`config.mk`:
```
export PLATFORM = sky130hd
export DESIGN_NAME = a16_la_decoder
export DESIGN_NICKNAME = d
export VERILOG_FILES = /design/src/rtl/a16dec_pkg.sv /design/src/rtl/a16dec_strb_sync.sv /design/src/rtl/a16dec_match.sv /design/src/rtl/a16dec_capture.sv /design/src/rtl/a16_la_decoder.sv
export SDC_FILE = /design/constraint.sdc
export NUM_CORES = 1
export LEC_CHECK = 0
export ABC_AREA = 0
export BUFFER_PORTS_ARGS = -buffer_cell sky130_fd_sc_hd__buf_4
export CAP_MARGIN = 0
export CORE_UTILIZATION = 30
export DETAILED_ROUTE_END_ITERATION = 7
export GPL_TIMING_DRIVEN = 0
export MAX_ROUTING_LAYER = met4
export PLACE_DENSITY_LB_ADDON = 0.08
export SLEW_MARGIN = 20
export SYNTH_ARGS = -nofsm -noshare
export SYNTH_HDL_FRONTEND = slang
export SYNTH_SLANG_ARGS = --single-unit
```
`constraint.sdc`:
```
create_clock -name clk -period 2.8 [get_ports clk]
set_input_delay 0.42 -clock clk [delete_from_list [all_inputs] [get_ports clk]]
set_output_delay 0.42 -clock clk [all_outputs]
set_load 0.05 [all_outputs]
```
`src/rtl/a16dec_pkg.sv`:
```
package a16dec_pkg;
  localparam int AM_W       = 6;
  localparam int PFX_W      = 2;
  localparam logic [AM_W-1:0] AM_CODE_A = 6'h29;
  localparam logic [AM_W-1:0] AM_CODE_B = 6'h2D;
  localparam int N_AM_CODES = 2;
endpackage

```
`src/rtl/a16dec_strb_sync.sv`:
```
module a16dec_strb_sync #(
  parameter int STAGES = 2
) (
  input  logic clk,
  input  logic rst_n,
  input  logic async_n,
  output logic lvl_n,
  output logic fell
);
  logic [STAGES:0] chain_q;

  always_ff @(posedge clk) begin
    if (!rst_n) chain_q <= '1;
    else        chain_q <= {chain_q[STAGES-1:0], async_n};
  end

  assign lvl_n = chain_q[STAGES-1];
  assign fell  = chain_q[STAGES] & ~chain_q[STAGES-1];

  // a falling edge is reported for one cycle only
  a_r5_fell_single: assert property (@(posedge clk) disable iff (!rst_n)
    fell |=> !fell);
endmodule

```
`src/rtl/a16dec_match.sv`:
```
module a16dec_match import a16dec_pkg::*; #(
  parameter int LA_W  = 8,
  parameter int IDX_W = 5
) (
  input  logic [AM_W-1:0]             amod,
  input  logic [PFX_W+LA_W+IDX_W:1]   addr,
  input  logic [LA_W-1:0]             la_sw,
  output logic                        hit
);
  localparam int LA_LO = IDX_W + 1;
  localparam int LA_HI = IDX_W + LA_W;
  localparam int TOP   = PFX_W + LA_W + IDX_W;

  logic [N_AM_CODES-1:0] am_ok;
  logic [AM_W-1:0]       codes [N_AM_CODES];

  assign codes[0] = AM_CODE_A;
  assign codes[1] = AM_CODE_B;

  for (genvar g = 0; g < N_AM_CODES; g++) begin : g_am
    assign am_ok[g] = (amod == codes[g]);
  end

  logic pfx_ok, la_ok;
  assign pfx_ok = &addr[TOP:LA_HI+1];
  assign la_ok  = (addr[LA_HI:LA_LO] == la_sw);
  assign hit    = (|am_ok) & pfx_ok & la_ok;
endmodule

```
`src/rtl/a16dec_capture.sv`:
```
module a16dec_capture #(
  parameter int IDX_W = 5
) (
  input  logic             clk,
  input  logic             rst_n,
  input  logic             idle_n,
  input  logic             fell,
  input  logic             hit,
  input  logic [IDX_W-1:0] idx_in,
  output logic             csel_n,
  output logic [IDX_W-1:0] idx
);
  always_ff @(posedge clk) begin
    if (!rst_n) begin
      csel_n <= 1'b1;
      idx    <= '0;
    end else if (idle_n) begin
      csel_n <= 1'b1;
    end else if (fell) begin
      csel_n <= ~hit;
      idx    <= idx_in;
    end
  end

  // frozen while strobe held low
  a_r7_hold: assert property (@(posedge clk) disable iff (!rst_n)
    (!idle_n && !fell) |=> ($stable(csel_n) && $stable(idx)));
  // released when strobe inactive
  a_r8_idle_high: assert property (@(posedge clk) disable iff (!rst_n)
    idle_n |=> csel_n);
endmodule

```
`src/rtl/a16_la_decoder.sv`:
```
module a16_la_decoder import a16dec_pkg::*; #(
  parameter int LA_W        = 8,
  parameter int IDX_W       = 5,
  parameter int SYNC_STAGES = 2
) (
  input  logic                      clk,
  input  logic                      rst_n,
  input  logic [PFX_W+LA_W+IDX_W:1] addr_i,
  input  logic [AM_W-1:0]           amod_i,
  input  logic                      astrb_n_i,
  input  logic [LA_W-1:0]           la_sw_i,
  output logic                      csel_n_o,
  output logic [IDX_W-1:0]          reg_idx_o
);
  localparam int TOP   = PFX_W + LA_W + IDX_W;
  localparam int LA_LO = IDX_W + 1;

  logic strb_lvl_n, strb_fell, hit;

  a16dec_strb_sync #(.STAGES(SYNC_STAGES)) sync_i (
    .clk(clk), .rst_n(rst_n), .async_n(astrb_n_i),
    .lvl_n(strb_lvl_n), .fell(strb_fell)
  );

  a16dec_match #(.LA_W(LA_W), .IDX_W(IDX_W)) match_i (
    .amod(amod_i), .addr(addr_i), .la_sw(la_sw_i), .hit(hit)
  );

  a16dec_capture #(.IDX_W(IDX_W)) cap_i (
    .clk(clk), .rst_n(rst_n), .idle_n(strb_lvl_n), .fell(strb_fell),
    .hit(hit), .idx_in(addr_i[IDX_W:1]),
    .csel_n(csel_n_o), .idx(reg_idx_o)
  );

  // select only appears right after a detected strobe fall
  a_r5_sel_after_fall: assert property (@(posedge clk) disable iff (!rst_n)
    $fell(csel_n_o) |-> $past(strb_fell));
  // modifier code was one of the two accepted values
  a_r2_am_code: assert property (@(posedge clk) disable iff (!rst_n)
    $fell(csel_n_o) |-> ($past(amod_i) == AM_CODE_A || $past(amod_i) == AM_CODE_B));
  // configuration-space prefix was present
  a_r3_prefix: assert property (@(posedge clk) disable iff (!rst_n)
    $fell(csel_n_o) |-> (&$past(addr_i[TOP:TOP-PFX_W+1])));
  // logical address field matched the switches
  a_r4_la_match: assert property (@(posedge clk) disable iff (!rst_n)
    $fell(csel_n_o) |-> ($past(addr_i[TOP-PFX_W:LA_LO]) == $past(la_sw_i)));
  // index taken from the low address bits at capture
  a_r6_idx: assert property (@(posedge clk) disable iff (!rst_n)
    strb_fell |=> (reg_idx_o == $past(addr_i[IDX_W:1])));
endmodule

```
After elaboration in Yosys (flattened, before gate mapping)

Cells that the tools add are included.

Register bits: 9
Bits of input ports: 32
Output and inout port bits: 6
Logic and storage cells: 16

Equal/unequal tests: 3
Bitwise operators: 6
Reductions and logical operators: 4

Operators with widths:

| kind                                  | number |
|---|---|
| 6-bit == test (second input constant) | 2 |
| 8-bit == test                         | 1 |
| 2-bit AND reduction                   | 2 |
| 2-bit OR reduction                    | 2 |
| 1-bit AND                             | 3 |
| 1-bit NOT                             | 3 |

Longest topological paths before layout

Depth after elaboration: 5
Mapped depth: 4
Depth with buffers taken out: 3

Cells and area by module

A second synthesis with hierarchy kept.

Cell total of the unflattened synthesis: 48
Area total of the unflattened synthesis: 456.7 µm²

By module, submodules not included:

| module           | instances | cells an instance | area each (µm²) | sequential area each (µm²) |
|---|---|---|---|---|
| a16dec_capture   | 1         | 28                | 260.2           | 120.1 |
| a16dec_match     | 1         | 13                | 111.4           | 0.0 |
| a16dec_strb_sync | 1         | 7                 | 85.1            | 60.1 |

Least setup slack after synthesis

Ideal clock, no wire load.

Path kind: input to register
Start point: input port la_sw_i[5]
End point: register cap_i.csel_n
Setup time: 0.129 ns
Arrival: 0.904 ns
Setup slack: 1.767 ns
Cell stages on the path: 3
Path through: xor2_1 nor4_1 a31oi_1

Longest elaborated chain between the ends: 3

RTL lines:

| what                 | RTL line             | RTL |
|---|---|---|
| start, declared      | a16_la_decoder.sv:11 | `input logic [LA_W-1:0] la_sw_i,` |
| 8-bit == test        | a16dec_match.sv:26   | `assign la_ok = (addr[LA_HI:LA_LO] == la_sw);` |
| 1-bit AND            | a16dec_match.sv:27   | `assign hit = (\|am_ok) & pfx_ok & la_ok;` |
| 1-bit NOT            | a16dec_capture.sv:20 | `csel_n <= ~hit;` |
| end signal, assigned | a16dec_capture.sv:20 |  |
| end, declared        | a16dec_capture.sv:10 | `output logic csel_n,` |

No other way between the ends.
A chain may end at the register's enable or synchronous reset.

Worst setup path after layout

Start point: register cap_i.csel_n
End point: output port csel_n_o

RTL lines:

| what          | RTL line             | RTL |
|---|---|---|
| end, declared | a16_la_decoder.sv:12 | `output logic csel_n_o,` |

No word-level cell between the ends.

==> impl_results.md <==
* Status: finished, final reports clean
* CTS Buf Count at 3
* Internal at 0.2281 mW
* Post-synth top area share at 0.4273
* RSZ-0062 raised after global routing: false
* Yosys warns at 0
* Clock Latency Late Sink at approximately 250 ps
* Pleak at roughly 0.34 nW
* Reg clk slew, reported paths at 60 ps
* Setup TNS at 0 ps
* Worst-path fanout max at 2
* PD cells at between 400 and 500 mW/mm²
* Initial Util at 0.3240
* VDD IR max at between 200 and 250 µV
* Grt met3 use at 0.05114
* WHS at 340.6 ps
* CP startpoint kind: flip-flop
* Grt ovf at 0
* Post-cts gate resize count at 0
* Comb pwr share at 0.224
* Slowest stage delay, CP at 330 ps
* Distinct cells, synth at 12
* CP endpoint kind: primary output
* Worst path arrival time at 780 ps
* Antenna viol nets, final at 0
* Antenna fix cells at 0
* Net Count, Synth at between 70 and 80
* CTS tree: done
* Final Wtd Congestion at 0.6156
* Sw Ratio at 0.2291
* Htree depth at 1
* # setup viols final at 0
* Top-Level Pins at 38
* Die width at 39.49 µm
* Commonest cells after routing, fill and taps aside: buf_4 (37), dfxtp_1 (9), xor2_1 (8), nor2b_1 (6), mux2i_1 (5)
* CP max stage cell: dfxtp_1
* Clock root cell: clkbuf_4
* Sequential area share after synthesis at 0.4273
* Clk buf depth at 2
* Violation count after the first detailed-route iteration at 1
* Layout Skew at 1.933 ps
* Crit-path leading delay family: flip-flops
* Syn Area/Cell at 10.81 µm²
* WS Path Type: reg2out
* Hold_buf cts at 0
* Final nets at 112
* Syn-to-layout area delta at 74.78%
* Hold/Removal Path Class: in2reg
* Slew headroom at 0.8187
* Port Buffers at 36
* Slew Viols, Final at 0
* Total track usage at 0.1223
* Hpwl dp at 784.4 µm
* FF+latch count, synth at 9
* Vias in the first global route at 350
* Die ar. at 0.001559 mm²
* Proportion of layout cells with a drive suffix above 1 at 0.5316
* Postcts setup bufs at 0
* Sequential Power Share at 0.453
* Global Route met1 Usage at 0.1207
* Max Clk Rate at 831.2 MHz
* Most common cell after layout, fill and taps aside: buf_4
* Via count at 404
* Max_cap viols at 0
* Part of the power in the clock network at 0.323
* Critical path cell sequence: buf_4
* Pin count of the biggest net entering global routing at 9
* Number of remaining DRC errors at 0
* Global-route wire length before repair at 1.207 mm
* Min Tclk post-route at around 1200 ps
* Mean routed wirelength per cell at 9.117 µm
* Via density at ~4.3
* Yosys top cell by area: dfxtp_1
* Sw Pwr at 0.06781 mW
* Hold Violations, Final at 0
* DRT Pass-1 Iters at 2
* Final WL at ~860 µm
* Initial antenna violation count at 0
* GR Util met2 at 0.2090
* Chip height at 39.49 µm
* GRT Max-Usage Layer: met2
* Worst EP required at 2380 ps
* R2r setup slk at 1780 ps
* Synthesized instance count at 39
* CP bufs+invs at 1
* Worst slew pin tran at 269.5 ps
* Synth area leaders: dfxtp_1 (43%), xor2_1 (17%), mux2i_1 (12%)
* Mapped Area at 421.7 µm²
* Period utilization at 0.4297
* Clk sinks at 9
* Row count at 13
* Core area at 0.001301 mm²
## final timing paths
path,startpoint,end,cells past startpoint
setup / recovery,cap_i.csel_n,csel_n_o,1
hold / removal,astrb_n_i,sync_i.chain_q[0],2
setup reg to reg,sync_i.chain_q[2],cap_i.idx[1],4
hold reg to reg,sync_i.chain_q[0],sync_i.chain_q[1],1
## cell families (layout without fill, tap and decap cells)
| family | after synthesis | after routing | synth area share |
|---|---|---|---|
| compound gates | 1 | 1 | 0.01485 |
| buf+inv | 1 | 41 | 0.01781 |
| flops | 9 | 9 | 0.4273 |
| simple gates | 15 | 15 | 0.2552 |
| xor+xnor | 8 | 8 | 0.1662 |
| mux | 5 | 5 | 0.1187 |
## flip-flops by register name, summed over array words and instances, names as in the netlist
signal	count
cap_i.idx	5
sync_i.chain_q	3
cap_i.csel_n	1
## routing by layer
metal	vias up	wire [µm]
met4	0	0
li1	214	-
met3	0	76
met2	21	433
met5	-	0
met1	169	347
## synthesized netlist by cell type
cell type  count
dfxtp_1        9
xor2_1         8
nor2b_1        6
mux2i_1        5
nand4b_1       2
nor3_1         2
or2b_1         2
a31oi_1        1
buf_4          1
nand2b_2       1
nor4_1         1
nor4_2         1
## layout make-up
cell class / instances / area [µm²]
Tap cell: 15 / 18.77
Clock buffer: 4 / 26.28
Fill cell: 126 / 564.3
Multi-Input combinational cell: 29 / 234.0
Timing Repair Buffer: 36 / 270.3
Buffer: 1 / 7.507
Sequential cell: 9 / 180.2
## power by group through the flow
stage               Clock (mW)  Combinational [mW]  Sequential (mW)
floorplan                    0              0.0184            0.145
global placement             0              0.0662            0.137
detailed placement           0              0.0675            0.137
CTS                      0.101              0.0676            0.134
global route             0.109              0.0716            0.134
finish                  0.0955              0.0664            0.134
## stage by stage
step | area [µm²] | power (mW) | instances | util | worst slack (ps)
finish | 737.0 | 0.2959 | 94 | 0.5663 | 1597
global route | 737.0 | 0.3144 | 94 | 0.5663 | 1552
CTS | 737.0 | 0.3030 | 94 | 0.5663 | 1583
detailed placement | 710.7 | 0.2044 | 90 | 0.5462 | 1561
global placement | 710.7 | 0.2029 | 90 | 0.5462 | 1581
floorplan | 421.7 | 0.1635 | 39 | - | 1767
Note: power is estimated with default switching activity, not from simulation.
